==> config.mk <==
export PLATFORM = sky130hd
export DESIGN_NAME = clkdly_halfstep
export DESIGN_NICKNAME = d
export VERILOG_FILES = /design/src/rtl/clkdly_pkg.sv /design/src/rtl/cdh_cfg_latch.sv /design/src/rtl/cdh_launch_div.sv /design/src/rtl/cdh_half_shift.sv /design/src/rtl/clkdly_halfstep.sv
export SDC_FILE = /design/constraint.sdc
export NUM_CORES = 1
export LEC_CHECK = 0
export BUFFER_PORTS_ARGS = -buffer_cell sky130_fd_sc_hd__clkbuf_2
export CAP_MARGIN = 15
export CORE_ASPECT_RATIO = 0.9
export CORE_MARGIN = 2
export CORE_UTILIZATION = 40
export DETAILED_ROUTE_END_ITERATION = 10
export HOLD_SLACK_MARGIN = 0.03
export REMOVE_ABC_BUFFERS = 1
export SLEW_MARGIN = 20
export SYNTH_ARGS = -nofsm -noshare
export SYNTH_HDL_FRONTEND = slang
export SYNTH_SLANG_ARGS = --single-unit
==> constraint.sdc <==
create_clock -name clk -period 2.95 [get_ports clk]
set_clock_uncertainty 0.2 [all_clocks]
set_input_delay 0.59 -clock clk [delete_from_list [all_inputs] [get_ports clk]]
set_output_delay 0.59 -clock clk [all_outputs]
set_load 0.005 [all_outputs]
==> src/rtl/clkdly_pkg.sv <==
// Package for the half-step clock divider: shared state type and limits.
package clkdly_pkg;

    // Launch controller states
    typedef enum logic [1:0] {
        ST_IDLE = 2'd0,   // after reset, waiting for first sync
        ST_WAIT = 2'd1,   // counting the start delay
        ST_RUN  = 2'd2    // output toggling
    } launch_state_t;

    // Smallest integer delay field accepted without clamping
    localparam int MIN_DLY_INT = 5;

    // Smallest divide ratio
    localparam int MIN_RATIO = 2;

endpackage

==> src/rtl/cdh_cfg_latch.sv <==
// Captures and sanitises ratio and delay settings while sync or reset
// is active. Assumes DLY_W >= 4 so the minimum delay is representable.
// Outputs: half of the even ratio, the rising-edge launch count and the
// half-step select used by the output stage.
module cdh_cfg_latch
    import clkdly_pkg::*;
#(
    parameter int RATIO_W = 8,
    parameter int DLY_W   = 5
) (
    input  logic               clk,
    input  logic               rst_n,
    input  logic               sync_i,
    input  logic [RATIO_W-1:0] ratio_i,
    input  logic [DLY_W-1:0]   dly_int_i,
    input  logic               dly_half_i,
    output logic [RATIO_W-1:0] half_ratio_o,
    output logic [DLY_W-1:0]   start_o,
    output logic               half_o
);

    localparam logic [RATIO_W-1:0] RATIO_FLOOR = RATIO_W'(MIN_RATIO);
    localparam logic [DLY_W-1:0]   DLY_FLOOR   = DLY_W'(MIN_DLY_INT);

    logic [RATIO_W-1:0] ratio_even;
    logic [RATIO_W-1:0] ratio_ok;
    logic [DLY_W-1:0]   dly_ok;
    logic               half_ok;
    logic [DLY_W-1:0]   start_calc;

    // Force the ratio even and raise it to the floor
    always_comb begin
        ratio_even = {ratio_i[RATIO_W-1:1], 1'b0};
        ratio_ok   = (ratio_even < RATIO_FLOOR) ? RATIO_FLOOR : ratio_even;
    end

    // Clamp the delay to 4.5 cycles and derive the rising-edge launch count
    always_comb begin
        if (dly_int_i < DLY_FLOOR) begin
            dly_ok  = DLY_FLOOR;
            half_ok = 1'b1;
        end else begin
            dly_ok  = dly_int_i;
            half_ok = dly_half_i;
        end
        start_calc = half_ok ? (dly_ok - DLY_W'(1)) : dly_ok;
    end

    // Register the sanitised settings only while sync or reset is active
    always_ff @(posedge clk) begin
        if (!rst_n || sync_i) begin
            half_ratio_o <= ratio_ok >> 1;
            start_o      <= start_calc;
            half_o       <= half_ok;
        end
    end

endmodule

==> src/rtl/cdh_launch_div.sv <==
// Rising-edge launch controller and divider. After sync is released it
// counts start_i edges, then drives the divided clock high and toggles it
// every half_ratio_i edges. Assumes half_ratio_i >= 1 and settings that
// stay constant outside sync.
module cdh_launch_div
    import clkdly_pkg::*;
#(
    parameter int RATIO_W = 8,
    parameter int DLY_W   = 5
) (
    input  logic               clk,
    input  logic               rst_n,
    input  logic               sync_i,
    input  logic [DLY_W-1:0]   start_i,
    input  logic [RATIO_W-1:0] half_ratio_i,
    output logic               div_o,
    output logic               run_o
);

    launch_state_t      state;
    logic [DLY_W-1:0]   wait_cnt;
    logic [RATIO_W-1:0] tog_cnt;

    // Delay count, launch and divided-clock toggling on the rising edge
    always_ff @(posedge clk) begin
        if (!rst_n) begin
            state    <= ST_IDLE;
            wait_cnt <= '0;
            tog_cnt  <= '0;
            div_o    <= 1'b0;
            run_o    <= 1'b0;
        end else if (sync_i) begin
            state    <= ST_WAIT;
            wait_cnt <= '0;
            tog_cnt  <= '0;
            div_o    <= 1'b0;
            run_o    <= 1'b0;
        end else begin
            case (state)
                ST_WAIT: begin
                    if (wait_cnt == start_i) begin
                        state   <= ST_RUN;
                        div_o   <= 1'b1;
                        run_o   <= 1'b1;
                        tog_cnt <= '0;
                    end else begin
                        wait_cnt <= wait_cnt + DLY_W'(1);
                    end
                end
                ST_RUN: begin
                    if (tog_cnt == half_ratio_i - RATIO_W'(1)) begin
                        div_o   <= ~div_o;
                        tog_cnt <= '0;
                    end else begin
                        tog_cnt <= tog_cnt + RATIO_W'(1);
                    end
                end
                default: begin
                    state <= ST_IDLE;
                end
            endcase
        end
    end

endmodule

==> src/rtl/cdh_half_shift.sv <==
// Output stage. Retimes the rising-edge divided clock and run flag on the
// falling edge and selects that copy when the half step is enabled, which
// shifts every output edge half a fast-clock cycle later. Assumes half_i
// changes only while the rising-edge signals are held low.
module cdh_half_shift (
    input  logic clk,
    input  logic rst_n,
    input  logic half_i,
    input  logic div_i,
    input  logic run_i,
    output logic clk_o,
    output logic run_o
);

    logic div_neg;
    logic run_neg;

    // Falling-edge copies of the divided clock and run flag
    always_ff @(negedge clk) begin
        if (!rst_n) begin
            div_neg <= 1'b0;
            run_neg <= 1'b0;
        end else begin
            div_neg <= div_i;
            run_neg <= run_i;
        end
    end

    // Pick the rising-edge or falling-edge copy
    always_comb begin
        clk_o = half_i ? div_neg : div_i;
        run_o = half_i ? run_neg : run_i;
    end

endmodule

==> src/rtl/clkdly_halfstep.sv <==
// Top: synchronizable even-ratio clock divider with a start delay in
// half fast-clock steps. Settings are captured during sync, the launch
// controller counts the delay on rising edges, and the output stage adds
// the half step from the falling edge.
module clkdly_halfstep #(
    parameter int RATIO_W = 8,
    parameter int DLY_W   = 5
) (
    input  logic               clk,
    input  logic               rst_n,
    input  logic               sync_i,
    input  logic [RATIO_W-1:0] ratio_i,
    input  logic [DLY_W-1:0]   dly_int_i,
    input  logic               dly_half_i,
    output logic               clk_o,
    output logic               running_o
);

    logic [RATIO_W-1:0] half_ratio;
    logic [DLY_W-1:0]   start_cnt;
    logic               half_sel;
    logic               div_pos;
    logic               run_pos;

    cdh_cfg_latch #(.RATIO_W(RATIO_W), .DLY_W(DLY_W)) u_cfg (
        .clk          (clk),
        .rst_n        (rst_n),
        .sync_i       (sync_i),
        .ratio_i      (ratio_i),
        .dly_int_i    (dly_int_i),
        .dly_half_i   (dly_half_i),
        .half_ratio_o (half_ratio),
        .start_o      (start_cnt),
        .half_o       (half_sel)
    );

    cdh_launch_div #(.RATIO_W(RATIO_W), .DLY_W(DLY_W)) u_launch (
        .clk          (clk),
        .rst_n        (rst_n),
        .sync_i       (sync_i),
        .start_i      (start_cnt),
        .half_ratio_i (half_ratio),
        .div_o        (div_pos),
        .run_o        (run_pos)
    );

    cdh_half_shift u_shift (
        .clk    (clk),
        .rst_n  (rst_n),
        .half_i (half_sel),
        .div_i  (div_pos),
        .run_i  (run_pos),
        .clk_o  (clk_o),
        .run_o  (running_o)
    );

endmodule

==> results.py, run 1 <==
metrics = {
    "synth": {
        "synth_seq_cells": 32,
        "synthCells": 176,
        "syn_area_mm2": 0.001702,
        "async_reset_ff_share_pct": 0,
        "synthXorXnorAreaFrac_pct": 12.87,
        "ys_seq_area_share_pct": 45.29,
        "synth_top_area_share_pct": 22.94,
        "synth_edf_count": 13,
        "synth_most_common_cell": "nor2_1",
        "synthesis.area_per_instance_um2": 9.668,
        "yosys.area_share.simple_pct": 20.59,
        "synthAdderAreaFrac_pct": 4.412,
        "yosysWarnings": 0,
        "synth.distinct_cells": 39,
        "yosys-mux-area-fraction_pct": 2.500,
        "synth-compound-area-share_pct": 10.51,
        "yosysTopAreaCell": "edfxtp_1",
        "postSynth.topFlopCell": "dfxtp_1",
        "synth_common_cells": "23 x nor2_1, 19 x dfxtp_1, 14 x xor2_1",
        "synth_top_family_by_area": "simple AND/OR/NAND/NOR gates",
        "ys_top_cells_by_area": "edfxtp_1 23%, dfxtp_1 22%, xor2_1 7.2%",
    },
    "clocking": {
        "cts_tree": "done",
        "cts_buffers": 5,
        "cts_hold_buf": 0,
        "root_buffer": "clkbuf_8",
        "cts_sinks": 32,
        "cts_setup_buffers": 0,
        "clk_latency_ns": 0.28,
        "path_clk_slew_ns": 0.06,
        "cts_max_level": 2,
        "clockBufferDepth": 2,
    },
    "routing": {
        "vias_per_cell": 5.206,
        "drtIter0Drc": 61,
        "ant_nets": 0,
        "wl_met1_um": 1407,
        "highest_layer": "met4",
        "num_vias": 1265,
        "drc": 0,
        "routed-wl-met3_um": 103,
        "wl_um": 3107,
        "dr.pass1.iters": 4,
        "avgRoutedWirePerCell_um": 12.79,
        "wl_met2_um": 1506,
    },
    "setup_path": {
        "path_max_fanout": 1,
        "endpoint_kind": "primary output",
        "reg2regPathDepth": 8,
        "crit_type": "reg -> out",
        "startpoint_type": "flip-flop",
        "crit_arrival_ns": 2.44,
        "required_ns": 2.16,
    },
    "power_and_ir_drop": {
        "total_power_mw": 1.077,
        "p_leak_nw": 0.7659,
        "powerDensity_mw_per_mm2": 549.3,
        "vdd_drop_max_uv": 256.0,
    },
    "job": {
        "maxCapViolations": 0,
    },
    "sta": {
        "setup_ws_ns": -0.2836,
        "hold_viol": 0,
        "setup_viol": 2,
        "hold_slack_ns": 0.2778,
        "worst_slew_pin_slew_ns": 0.4010,
        "rsz0062_at_grt": "yes",
        "slew_viol_final": 0,
        "max_slew_margin_pct": 73.11,
    },
    "placed_design": {
        "port_buffers": 17,
        "hpwlAfterDp_um": 2416,
        "post-place-ws_ns": 0.05272,
        "gp_congestion": 0.7756,
    },
    "floorplan": {
        "dieArea_mm2": 0.004792,
        "placementRows": 22,
        "die_width_um": 72.75,
        "initial_core_util_pct": 41.77,
        "io_pins": 19,
        "die_y_um": 65.88,
        "core_area_mm2": 0.004074,
    },
    "finish": {
        "final_nets": 217,
        "area_delta_synth_final_pct": 15.22,
        "drive_gt1_share_pct": 18.46,
        "diodes": 0,
    },
    "global_routing": {
        "gr-total-overflow": 0,
        "antenna_found_initial": 0,
        "grt_pass1_wl_um": 5478,
        "grt_max_degree": 23,
        "grt_pass1_vias": 1257,
        "groute.usage.overall_pct": 14.87,
    },
    "min_path": {
        "worstHoldPathType": "reg -> reg",
        "worstHoldPathCells": 2,
    },
    "outcome": {
        "failed_checks": "negative setup slack",
        "status": "complete, but fails checks",
    },
}
[critical path, cell delays in order, from the launching register on]
cell      delay [ns]
dfxtp_1         0.28
mux2_4          0.25
clkbuf_2        0.11
[kinds of logic after synthesis]
kind of cell	Yosys count
and+or+nand+nor	68
DFF	32
xor gates and xnor gates	25
AOI/OAI and AO/OA	24
buffers and inverters	17
adders and majority gates	6
muxes	4
[state kept, by name, summed over array words and instances, names as in the netlist]
register            flops
u_launch.div_o          1
u_cfg.start_o           5
u_launch.run_o          1
u_cfg.half_ratio_o      7
u_launch.state          2
u_shift.div_neg         1
u_cfg.half_o            1
u_launch.tog_cnt        8
u_shift.run_neg         1
u_launch.wait_cnt       5
[area by class of cell]
type,instances,area (um^2)
sequential,32,772.0
inverter,8,30.03
clock buffer,6,93.84
clock inverter,4,42.54
multi-input combinational,127,869.6
timing repair buffer,18,92.59
tap,48,60.06
fill,380,2113
[metal layers]
| layer | GRT usage, % | vias up |
|---|---|---|
| met3 | 2.591 | 9 |
| met1 | 16.94 | 587 |
| met2 | 25.57 | 25 |
| met5 | 0 | - |
| met4 | 9.491 | 0 |
| li1 | - | 644 |
[cell usage in the layout, fill, tap and decap left out, drive strengths merged, types with 2 or more instances in the layout]
cell    Yosys  final
nand2b      5      5
mux2i       2      2
nor2       23     23
nand3       4      4
inv         9     10
nor3b       3      3
and3        3      3
o21ai       5      5
o31a        2      2
nand2      10     10
dfxtp      19     19
and2        2      2
xnor2      11     11
a21oi       6      6
ha          6      6
nand4       7      7
mux2        2      2
clkbuf      7     22
edfxtp     13     13
xor2       14     14
nor4        2      2
nor3        4      4
buf         1      2
o21a        2      2
[report_power, final]
part           leakage (nW)  total, mW  internal [mW]  switching (mW)
combinational         0.402      0.103         0.0479          0.0556
clock                0.0770      0.470          0.305           0.165
sequential            0.286      0.504          0.486          0.0179
total                 0.766       1.08          0.838           0.239
[path summary, 6_finish.rpt]
| path | endpoint | startpoint | slack [ns] |
|---|---|---|---|
| worst max-delay path | clk_o | u_shift.div_neg | -0.28 |
| worst min-delay path | u_launch.run_o | u_launch.run_o | 0.28 |
| worst max register to register | u_launch.div_o | u_cfg.half_ratio_o[0] | 0.55 |
| worst min register to register | u_launch.run_o | u_launch.run_o | 0.28 |
[metrics by stage]
step           setup TNS [ns]  util, %  area, um^2  std cells
6_report              -0.4695    48.13        1961        243
5_1_grt               -0.5552    48.13        1961        243
4_1_cts               -0.4902    48.00        1956        243
3_5_place_dp                0    44.75        1823        234
3_3_place_gp                0    44.75        1823        234
2_1_floorplan               0        -        1670        168
[timing repair]
action                     4_1_cts  5_1_grt
setup endpoints to repair        2        2
resized for setup                1        3
hold endpoints to repair         0        0
No activity file was read; power rests on OpenSTA's default activity.
==> run 2: changes to the inputs <==
- ABC_AREA: default -> 1
==> results.py, run 2 <==
metrics = {
    "outcome": {
        "status": "complete, but fails checks",
        "failed_checks": "negative setup slack",
    },
    "power_and_ir_drop": {
        "clkPwrFrac_pct": 43.0,
        "vdd_drop_max_uv": 340.2,
        "power_frac_seq_pct": 46.1,
        "p_switching_mw": 0.2521,
        "total_power_mw": 1.089,
        "p_leak_nw": 0.9611,
        "sw_frac_of_total_pct": 23.14,
        "combPwrFrac_pct": 10.9,
        "power.internal_mw": 0.8371,
        "powerDensity_mw_per_mm2": 512.4,
    },
    "finish": {
        "layout_commonest_cell": "nand2_1",
        "final_cell_mix": "54 x nand2_1, 40 x inv_1, 28 x nor2_1",
        "registers.top_by_ff_count": "u_launch.tog_cnt",
        "register_area_um2": 770.7,
        "area_delta_synth_final_pct": 15.34,
        "fin_util_pct": 47.97,
        "top_regs": "u_launch.tog_cnt: 8 flops, u_cfg.half_ratio_o: 7 flops",
        "multiInputGateArea_um2": 895.9,
        "final_nets": 286,
        "fin_area_mm2": 0.002126,
        "diodes": 0,
        "drive_gt1_share_pct": 18.18,
        "fillers": 453,
        "largest_reg_flops": 8,
    },
    "clocking": {
        "root_buffer": "clkbuf_8",
        "cts_max_level": 2,
        "path_clk_slew_ns": 0.06,
        "clk_latency_ns": 0.28,
        "cts_setup_buffers": 0,
        "cts_sinks": 32,
        "cts_buffers": 5,
        "cts_tree": "done",
        "clockBufferDepth": 2,
    },
    "floorplan": {
        "die_width_um": 75.55,
        "core_area_mm2": 0.004432,
        "die_y_um": 68.40,
        "dieArea_mm2": 0.005167,
        "placementRows": 23,
        "io_pins": 19,
        "initial_core_util_pct": 41.59,
    },
    "global_routing": {
        "top_usage_layer": "met1",
        "grt_util_met3_pct": 3.976,
        "grt_pass1_vias": 1233,
        "gr-total-overflow": 0,
        "grt_pass1_wl_um": 5630,
        "grt_use_met2_pct": 20.33,
        "groute.usage.overall_pct": 14.73,
        "antenna_found_initial": 0,
        "gr-usage-met1_pct": 21.50,
        "grt_max_degree": 19,
    },
    "synth": {
        "ys_top_cells_by_area": "edfxtp_1 21%, dfxtp_1 21%, nand2_1 11%",
        "ys_seq_area_share_pct": 41.82,
        "synth_seq_cells": 32,
        "synthXorXnorAreaFrac_pct": 3.802,
        "synth_top_area_share_pct": 21.18,
        "yosys-mux-area-fraction_pct": 0.6110,
        "yosysTopAreaCell": "edfxtp_1",
        "async_reset_ff_share_pct": 0,
        "synthAdderAreaFrac_pct": 4.073,
        "synth.distinct_cells": 32,
        "yosysWarnings": 0,
        "synthesis.area_per_instance_um2": 7.584,
        "synth_most_common_cell": "nand2_1",
        "synth_common_cells": "54 x nand2_1, 39 x inv_1, 28 x nor2_1",
        "syn_area_mm2": 0.001843,
        "synth_edf_count": 13,
        "synth_top_family_by_area": "simple AND/OR/NAND/NOR gates",
        "synth-compound-area-share_pct": 6.382,
        "yosys.area_share.simple_pct": 33.54,
        "postSynth.topFlopCell": "dfxtp_1",
        "synthCells": 243,
    },
    "setup_path": {
        "startpoint_type": "flip-flop",
        "required_ns": 2.16,
        "crit_type": "reg -> out",
        "crit_arrival_ns": 2.45,
        "endpoint_kind": "primary output",
        "path_max_fanout": 1,
    },
    "sta": {
        "setup_viol": 2,
        "hold_viol": 0,
        "setup_ws_ns": -0.2927,
        "worst_slew_pin_slew_ns": 0.7120,
        "max_slew_margin_pct": 52.48,
        "rsz0062_at_grt": "yes",
        "slew_viol_final": 0,
        "hold_slack_ns": 0.2810,
    },
    "routing": {
        "dr.pass1.iters": 4,
        "num_vias": 1469,
        "drtIter0Drc": 68,
        "drc": 0,
        "ant_nets": 0,
        "wl_um": 3203,
        "vias_per_cell": 4.506,
        "avgRoutedWirePerCell_um": 9.825,
    },
    "min_path": {
        "worstHoldPathType": "reg -> reg",
    },
    "placed_design": {
        "postPlaceCellArea_mm2": 0.001991,
        "port_buffers": 17,
        "hpwlAfterDp_um": 2506,
        "gp_congestion": 0.8116,
    },
    "job": {
        "maxCapViolations": 0,
    },
}
run 2: changes by cell type in the layout (fill, tap and decap cells not counted), moves of 5 or more:
cell	change
xor2_1	-9
xnor2_1	-8
nor2_2	+5
nor2_1	+5
nand2_2	+5
inv_1	+30
nand2b_1	-5
nand2_1	+44
nand3_1	+12
run 2: path summary, 6_finish.rpt:
kind	from	to	slack [ns]	cells past startpoint
hold / removal	u_launch.run_o	u_launch.run_o	0.28	2
hold reg to reg	u_launch.run_o	u_launch.run_o	0.28	2
setup / recovery	u_shift.div_neg	clk_o	-0.29	2
setup reg to reg	u_launch.div_o	u_shift.div_neg	0.79	2
run 2: timing repair:
action | in CTS | in global routing
pin swaps | 0 | 0
setup endpoints to repair | 2 | 2
hold buffers | 0 | 0
resized for setup | 1 | 2
run 2: cells by family after synthesis:
group,Yosys count
compound gates,20
buf+inv,48
xor+xnor,8
flops,32
simple gates,128
fa+ha+maj,6
mux,1
run 2: critical path: stages (launching register included):
cell and delay (ns):
dfxtp_1 0.29, mux2_4 0.25, clkbuf_2 0.11
run 2: final cells by class:
cell class                      count  share of cell area [%]
Clock buffer                        6                   4.414
Multi-Input combinational cell    163                   42.14
Clock inverter                      4                   1.942
Sequential cell                    32                   36.26
Inverter                           41                   7.240
Tap cell                           62                   3.649
Timing Repair Buffer               18                   4.356
run 2: power by group through the flow:
stage	sequential, mW	combinational, mW	clock [mW]
after floorplan	0.508	0.0885	0.00637
after global placement	0.512	0.117	0.00637
after detailed placement	0.512	0.118	0.00637
after CTS	0.502	0.119	0.481
after global routing	0.505	0.137	0.502
final	0.502	0.119	0.468
run 2: through the flow:
stage | TNS (ns) | worst slack (ns) | cells
after floorplan | 0 | 0.1554 | 237
after global placement | 0 | 0.05636 | 317
after detailed placement | 0 | 0.05543 | 317
after CTS | -0.4985 | -0.3011 | 326
after global routing | -0.5678 | -0.3192 | 326
final | -0.4714 | -0.2927 | 326
run 2: routing by layer:
layer  part of all wire [%]  wire length (um)
met1                     53              1703
met2                     41              1321
met3                    4.2               134
met4                    1.3                43
met5                      0                 0
